## src/rtl/wfb_pkg.sv

```systemverilog
package wfb_pkg;

  // Strobes from the sequencing logic to the arithmetic
  typedef struct packed {
    logic shiftEn;   // push the current sample into every history line
    logic outLoad;   // capture the six subband values
  } wfbStrobe_t;

  // Samples of history needed before the widest stage is fully fed:
  // stage s spans 3*2^s samples, summed over all stages.
  function automatic int primeLen(input int numScales);
    int total;
    total = 0;
    for (int s = 0; s < numScales; s++) total += 3 * (1 << s);
    return total;
  endfunction

  // Accumulator width: each binomial stage has gain 8 (3 bits)
  function automatic int accWidth(input int sampleW, input int numScales);
    return sampleW + 3 * numScales;
  endfunction

endpackage

```

## src/rtl/wfb_ctrl.sv

```systemverilog
module wfb_ctrl
  import wfb_pkg::*;
#(
  parameter int NUM_SCALES = 3
) (
  input  logic       clk,
  input  logic       rst,
  input  logic       inValid,
  output wfbStrobe_t strobe,
  output logic       outValid
);

  localparam int PRIME = primeLen(NUM_SCALES);
  localparam int CW    = $clog2(PRIME + 1);

  logic [CW-1:0] primeCnt;
  logic          primed;

  assign primed = (primeCnt == CW'(PRIME));

  always_ff @(posedge clk) begin
    if (rst) begin
      primeCnt <= '0;
    end else if (inValid && !primed) begin
      primeCnt <= primeCnt + 1'b1;
    end
  end

  always_comb begin
    strobe.shiftEn = inValid;
    strobe.outLoad = inValid && primed;
  end

  always_ff @(posedge clk) begin
    if (rst) outValid <= 1'b0;
    else     outValid <= strobe.outLoad;
  end


  reset_clear_chk: assert property (@(posedge clk)
    $past(rst) |-> (!outValid && primeCnt == '0));


  valid_follow_chk: assert property (@(posedge clk) disable iff (rst)
    (inValid && primed) |=> outValid);


  valid_cause_chk: assert property (@(posedge clk) disable iff (rst)
    outValid |-> $past(inValid));


  prime_gate_chk: assert property (@(posedge clk) disable iff (rst)
    outValid |-> primed);


  prime_bound_chk: assert property (@(posedge clk) disable iff (rst)
    primeCnt <= CW'(PRIME));

endmodule

```

## src/rtl/wfb_stage.sv

```systemverilog
module wfb_stage #(
  parameter int AW      = 21,
  parameter int SPACING = 1
) (
  input  logic                 clk,
  input  logic                 rst,
  input  logic                 shiftEn,
  input  logic signed [AW-1:0] cur,
  output logic signed [AW-1:0] smooth,
  output logic signed [AW-1:0] detail
);

  localparam int HL = 3 * SPACING;

  // hist[k] holds the stage input from k+1 accepted samples ago
  logic [HL-1:0][AW-1:0] hist;
  logic signed [AW-1:0]  tapNear, tapMid, tapFar;

  assign tapNear = $signed(hist[SPACING-1]);
  assign tapMid  = $signed(hist[2*SPACING-1]);
  assign tapFar  = $signed(hist[3*SPACING-1]);

  function automatic logic signed [AW-1:0] times3(input logic signed [AW-1:0] v);
    return (v <<< 1) + v;
  endfunction

  always_comb begin
    smooth = cur + times3(tapNear) + times3(tapMid) + tapFar;
    detail = cur - tapNear;
  end

  always_ff @(posedge clk) begin
    if (rst) begin
      hist <= '0;
    end else if (shiftEn) begin
      hist <= {hist[HL-2:0], cur};
    end
  end


  hist_hold_chk: assert property (@(posedge clk) disable iff (rst)
    !shiftEn |=> $stable(hist));

endmodule

```

## src/rtl/wfb_datapath.sv

```systemverilog
module wfb_datapath
  import wfb_pkg::*;
#(
  parameter int SAMPLE_W   = 12,
  parameter int NUM_SCALES = 3
) (
  input  logic                                                     clk,
  input  logic                                                     rst,
  input  wfbStrobe_t                                               strobe,
  input  logic signed [SAMPLE_W-1:0]                               sampleIn,
  output logic [NUM_SCALES-1:0][accWidth(SAMPLE_W,NUM_SCALES)-1:0] biphOut,
  output logic [NUM_SCALES-1:0][accWidth(SAMPLE_W,NUM_SCALES)-1:0] monoOut
);

  localparam int AW = accWidth(SAMPLE_W, NUM_SCALES);

  logic signed [AW-1:0] chainV  [NUM_SCALES+1];
  logic signed [AW-1:0] detailV [NUM_SCALES];

  assign chainV[0] = {{(AW-SAMPLE_W){sampleIn[SAMPLE_W-1]}}, sampleIn};

  for (genvar s = 0; s < NUM_SCALES; s++) begin : g_scale
    wfb_stage #(
      .AW     (AW),
      .SPACING(1 << s)
    ) u_stage (
      .clk    (clk),
      .rst    (rst),
      .shiftEn(strobe.shiftEn),
      .cur    (chainV[s]),
      .smooth (chainV[s+1]),
      .detail (detailV[s])
    );
  end

  always_ff @(posedge clk) begin
    if (rst) begin
      biphOut <= '0;
      monoOut <= '0;
    end else if (strobe.outLoad) begin
      for (int s = 0; s < NUM_SCALES; s++) begin
        biphOut[s] <= detailV[s];
        monoOut[s] <= chainV[s+1];
      end
    end
  end


  out_hold_chk: assert property (@(posedge clk) disable iff (rst)
    !strobe.outLoad |=> ($stable(biphOut) && $stable(monoOut)));

endmodule

```

## src/rtl/wavelet_filterbank.sv

```systemverilog
module wavelet_filterbank
  import wfb_pkg::*;
#(
  parameter int SAMPLE_W = 12
) (
  input  logic                       clk,
  input  logic                       rst,
  input  logic                       sampleValid,
  input  logic signed [SAMPLE_W-1:0] sampleData,
  output logic                       outValid,
  output logic signed [SAMPLE_W:0]   biph1,
  output logic signed [SAMPLE_W+3:0] biph2,
  output logic signed [SAMPLE_W+6:0] biph3,
  output logic signed [SAMPLE_W+2:0] mono1,
  output logic signed [SAMPLE_W+5:0] mono2,
  output logic signed [SAMPLE_W+8:0] mono3
);

  localparam int NUM_SCALES = 3;
  localparam int AW         = accWidth(SAMPLE_W, NUM_SCALES);

  wfbStrobe_t                       strobe;
  logic [NUM_SCALES-1:0][AW-1:0]    bFull;
  logic [NUM_SCALES-1:0][AW-1:0]    mFull;

  wfb_ctrl #(
    .NUM_SCALES(NUM_SCALES)
  ) u_ctrl (
    .clk     (clk),
    .rst     (rst),
    .inValid (sampleValid),
    .strobe  (strobe),
    .outValid(outValid)
  );

  wfb_datapath #(
    .SAMPLE_W  (SAMPLE_W),
    .NUM_SCALES(NUM_SCALES)
  ) u_dp (
    .clk     (clk),
    .rst     (rst),
    .strobe  (strobe),
    .sampleIn(sampleData),
    .biphOut (bFull),
    .monoOut (mFull)
  );

  assign biph1 = bFull[0][SAMPLE_W:0];
  assign biph2 = bFull[1][SAMPLE_W+3:0];
  assign biph3 = bFull[2][SAMPLE_W+6:0];
  assign mono1 = mFull[0][SAMPLE_W+2:0];
  assign mono2 = mFull[1][SAMPLE_W+5:0];
  assign mono3 = mFull[2];


  no_overflow_chk: assert property (@(posedge clk) disable iff (rst)
    outValid |->
      ((&bFull[0][AW-1:SAMPLE_W])   || !(|bFull[0][AW-1:SAMPLE_W]))   &&
      ((&bFull[1][AW-1:SAMPLE_W+3]) || !(|bFull[1][AW-1:SAMPLE_W+3])) &&
      ((&bFull[2][AW-1:SAMPLE_W+6]) || !(|bFull[2][AW-1:SAMPLE_W+6])) &&
      ((&mFull[0][AW-1:SAMPLE_W+2]) || !(|mFull[0][AW-1:SAMPLE_W+2])) &&
      ((&mFull[1][AW-1:SAMPLE_W+5]) || !(|mFull[1][AW-1:SAMPLE_W+5])));

endmodule

```

## config.mk

```make
export PLATFORM = sky130hd
export DESIGN_NAME = wavelet_filterbank
export DESIGN_NICKNAME = d
export VERILOG_FILES = /design/src/rtl/wfb_pkg.sv /design/src/rtl/wfb_ctrl.sv /design/src/rtl/wfb_stage.sv /design/src/rtl/wfb_datapath.sv /design/src/rtl/wavelet_filterbank.sv
export SDC_FILE = /design/constraint.sdc
export NUM_CORES = 1
export LEC_CHECK = 0
export BUFFER_PORTS_ARGS = -buffer_cell sky130_fd_sc_hd__clkbuf_2
export CORE_ASPECT_RATIO = 1.2
export CORE_MARGIN = 2
export CORE_UTILIZATION = 50
export CTS_CLUSTER_SIZE = 25
export DETAILED_ROUTE_END_ITERATION = 10
export PLACE_DENSITY = 0.78
export SLEW_MARGIN = 10
export SYNTH_ARGS = -nofsm -noshare
export SYNTH_HDL_FRONTEND = slang
export SYNTH_SLANG_ARGS = --single-unit
```

## constraint.sdc

```tcl
create_clock -name clk -period 16.9 [get_ports clk]
set_clock_uncertainty 0.15 [all_clocks]
set_input_delay 3.38 -clock clk [delete_from_list [all_inputs] [get_ports clk]]
set_output_delay 3.38 -clock clk [all_outputs]
set_load 0.02 [all_outputs]
```

Yosys cells after proc, flatten, opt, wreduce, memory -nomap -nowiden --
Index checks and enable logic that the tools add are counted.
Word-level totals: word-level logic and storage cells 52, flip-flop bits (word level) 522, output and inout port bits 103
Cells by class: add/subtract/negate cells 19, reduce and logical (&&, ||, !) cells 3, equality and inequality tests 1
Operators with widths (count):
- 21-bit adder | 10
- 13-bit by 12-bit adder with 14-bit output | 2
- 15-bit by 21-bit adder with 21-bit output | 1
- 21-bit by 12-bit adder with 21-bit output | 1
- 19-bit subtractor | 1
- 16-bit subtractor | 1
- 12-bit by 14-bit adder with 15-bit output | 1
- 12-bit by 12-bit subtractor with 13-bit output | 1
- 5-bit by 1-bit adder with 5-bit output, second input constant | 1
- 5-bit == test, second input constant | 1
- 1-bit logical AND | 2
- 1-bit logical NOT | 1

Depth between registers and ports, before layout --
depth after elaboration 10, depth in mapped cells 45, gate-level depth less buffers 45

Cells and area by module --
A second synthesis with hierarchy kept.
Second synthesis, totals: cell total of the unflattened synthesis 3307, area, all modules 32089.5 sq um
Modules (own cells, without submodules):
- wfb_stage at u_dp.g_scale[2].u_stage | cells an instance 1267, instances 1, area each 12623.4 sq um
- wfb_stage at u_dp.g_scale[1].u_stage | cells an instance 884, instances 1, area each 8379.3 sq um
- wfb_stage at u_dp.g_scale[0].u_stage | cells an instance 719, instances 1, area each 6328.6 sq um
- wfb_datapath | cells an instance 406, instances 1, area each 4455.5 sq um
- wfb_ctrl | cells an instance 31, instances 1, area each 302.8 sq um

Worst setup path before layout --
No wires, ideal clock.
kind in2reg, start input port sampleData[3], end register u_dp.monoOut[62] (netlist bit), cell stages on the path 40, required time 16.671 ns, setup slack 4.147 ns, arrival 12.524 ns, buffers on the path 0, cells stage by stage inv_1 -> fa_1 -> inv_1 -> fa_1 -> inv_1 -> fa_1 -> inv_1 -> ha_1 -> a21o_1 -> a211o_1 -> a21oi_1 -> o21bai_1 -> a21oi_1 -> xnor2_1 -> inv_1 -> fa_1 -> fa_1 -> fa_1 -> [4 not listed] -> nor2_1 -> a31o_2 -> a21oi_1 -> o31ai_1 -> a21boi_0 -> inv_1 -> fa_1 -> fa_1 -> fa_1 -> inv_1 -> ha_1 -> nor3_1 -> o311ai_0 -> a31oi_1 -> o21ai_0 -> a21oi_1 -> xnor3_1 -> a211oi_2
RTL lines:
- start: declaration | RTL line wavelet_filterbank.sv:9 | input logic signed [SAMPLE_W-1:0] sampleData,
- end signal: indexed assignment | RTL line wfb_datapath.sv:43 | monoOut[s] <= chainV[s+1];
- end: declaration | RTL line wfb_datapath.sv:12 | output logic [NUM_SCALES-1:0][accWidth(SAMPLE_W,NUM_SCALES)-1:0] monoOut

==> out/metrics.csv <==
metric,value,unit
reg2regPathDepth,42,
antenna_cells,0,
grt_usage,21.2,%
power.share.switching,38.0,%
die_area,57900,um^2
crit_fanout,4,
yosysUniqueCellTypes,63,
clock-sinks,522,
ys_ff_latch,522,
p_leak,0.0139,uW
syn2layout_area_growth,10.4,%
min_from,u_dp.monoOut[52],
routed_wl,60100,um
critPathLaunchType,input pin,
path_class,in -> reg,
ff_latch_area,10500,um^2
grt_pass1_vias,19636,
slew_headroom,24.3,%
overflow,0,
synth_edf_count,0,
crit_path_end_kind,flop,
die_h,263,um
n_fill_cell,4746,
min_to,u_dp.monoOut[52],
synth_top_flop_cell,dfxtp_1,
fin_crit,13760,ps
cellPowerDensity,141,nW/um^2
dp_hpwl,43300,um
chipWidth,220,um
p_switching,1660,uW
dp.cells,3689,
numPortBuffers,117,
synth_warnings,0,
path_common_cell,fa_1,
async_flop_share,0,%
antenna_found_initial,0,
grt_pass1_wl,99600,um
finalCritPeriodShare,81.4,%
final-setup-viol-count,0,
tritoncts,yes,
clkTransAtPathRegs,60,ps
rsz0062_at_grt,false,
cts-root-buf,clkbuf_16,
synth_area,28000,um^2
htreeDepth,2,
drc,0,
core,55600,um^2
status,"complete, no violations",
r2r-start,u_dp.g_scale[0].u_stage.tapMid[2],
finalHoldViolCount,0,
maxCapViolCount,0,
ant_nets,0,
drive_gt1_share,7.62,%
critPathArrivalTime,14110,ps
synthCells,2957,
multi_input_area,15600,um^2
r2r-end,u_dp.monoOut[62],
cts_setup_buffers,0,
nets,3346,
grt_max_degree,99,
slowest_delay,610,ps
synth_nets,3288,
layout.cells.non_filler,3783,
slowest_stage,fa_1,
synth_area_per_cell,9.47,um^2
p_seq_share,30.1,%
clock.fmax,72.7,MHz
ios,118,
hold_path_class,reg -> reg,
holdPathStages,2,
clkPwrFrac,26.9,%
seq_area_frac_synth,37.3,%
wl_per_cell,15.9,um
worst_pin_slew,1130,ps
final_max_slew_viol_count,0,
setup_tns,0,ps
clk_latency,610,ps
cts_resized,0,
row_count,95,
ir_worst_vdd,95.0,uV
vias_per_cell,5.19,
first_pass_iters,5,
numCtsBuffers,51,
p_comb_share,43.0,%
cts_hold_buf,0,
r2r_slack,4820,ps
first_iter_violations,1126,
place_congestion,0.868,
cts_buffer_depth,3,
initial_utilization,50.3,%
cp.required,17250,ps
p_int,2710,uW
vias,19637,
==> metal layers <==
layer	track usage [%]	up-vias	routed length, um
met5	0	-	0
met4	7.53	0	2140
met3	3.18	96	2410
met2	36.0	336	29500
met1	27.2	9502	26000
li1	-	9703	-
==> worst max-delay path by stage <==
stage | start | to
2_1_floorplan | sampleData[3] | u_dp.monoOut[62]
3_3_place_gp | sampleData[2] | u_dp.monoOut[62]
3_5_place_dp | sampleData[2] | u_dp.monoOut[62]
4_1_cts | sampleData[2] | u_dp.monoOut[62]
5_1_grt | sampleData[3] | u_dp.monoOut[62]
6_report | sampleData[2] | u_dp.monoOut[62]
==> power by group through the flow <==
stage          registers [uW]  clock network [uW]  logic (uW)
6_report                 1320                1170        1880
5_1_grt                  1320                1250        2090
4_1_cts                  1320                1200        1870
3_5_place_dp             1340                   0        1860
3_3_place_gp             1340                   0        1820
2_1_floorplan            1330                   0        1370
==> cell type report <==
cell class | count | area share [%]
clock buffer | 74 | 4.77
tap | 727 | 2.94
multi-input combinational | 1912 | 50.5
timing repair buffer | 137 | 2.45
inverter | 391 | 4.75
clock inverter | 20 | 0.822
sequential | 522 | 33.8
==> synth_stat cells, drive strengths merged, types with 9 or more instances <==
master,number,area (um^2)
a211oi,33,265
a21o,21,158
a21oi,137,689
a31oi,13,81.3
buf,16,61.3
clkbuf,116,435
dfxtp,522,10500
fa,197,3940
ha,119,1490
inv,391,1470
mux2i,400,4000
nand2,161,604
nand3,19,95.1
nand4,9,56.3
nor2,486,1820
nor3,25,125
o21a,21,158
o21ai,53,265
o21bai,15,113
or3,12,75.1
xnor2,71,622
xor2,19,166
==> cells by family after synthesis <==
logic type      Yosys count  synth area share [%]
simple gates            759                  11.1
compound gates          345                  7.87
xor+xnor                 92                  2.98
mux                     400                  14.3
flops                   522                  37.3
fa+ha+maj               316                  19.4
buf+inv                 523                  7.02
==> cell usage in the layout, fill, tap and decap left out, types with 13 or more instances in the layout <==
cell type and instances:
clkbuf_16 52, clkbuf_2 115, a21o_1 21, clkbuf_1 13, a211oi_1 31, ha_1 119, o21bai_1 15, inv_1 391
nor3_1 25, dfxtp_1 522, mux2i_1 400, nor2_1 486, xnor2_1 71, a21oi_1 136, nand2_1 161, o21a_1 21
nand3_1 18, xor2_1 19, a31oi_1 13, fa_1 197, o21ai_0 52, buf_4 20
==> through the flow <==
step,utilization [%],setup slack (ps),area [um^2],power (uW),hold WS [ps]
3_5_place_dp,52.4,2570,29200,3200,293
5_1_grt,55.6,2370,30900,4660,315
2_1_floorplan,-,4150,28000,2700,277
3_3_place_gp,52.4,2810,29200,3160,289
6_report,55.6,3140,30900,4370,299
4_1_cts,55.6,3150,30900,4390,303
==> sequential cells by signal (all words and copies together), names as in the netlist <==
signal                        count
u_ctrl.primeCnt                   5
u_dp.g_scale.u_stage.hist       252
u_dp.biphOut                     48
u_dp.g_scale.u_stage.tapMid      54
u_ctrl.outValid                   1
u_dp.g_scale.u_stage.tapFar      54
u_dp.g_scale.u_stage.tapNear     54
u_dp.monoOut                     54
==> critical path, delay by kind of cell <==
| kind | cells | cell delay (ps) |
|---|---|---|
| buffers and inverters | 7 | 580 |
| adders and majority gates | 13 | 5770 |
| AOI/OAI and AO/OA | 13 | 3180 |
| and+or+nand+nor | 5 | 660 |
| xor gates and xnor gates | 2 | 520 |
(Power assumes the default switching activity.)
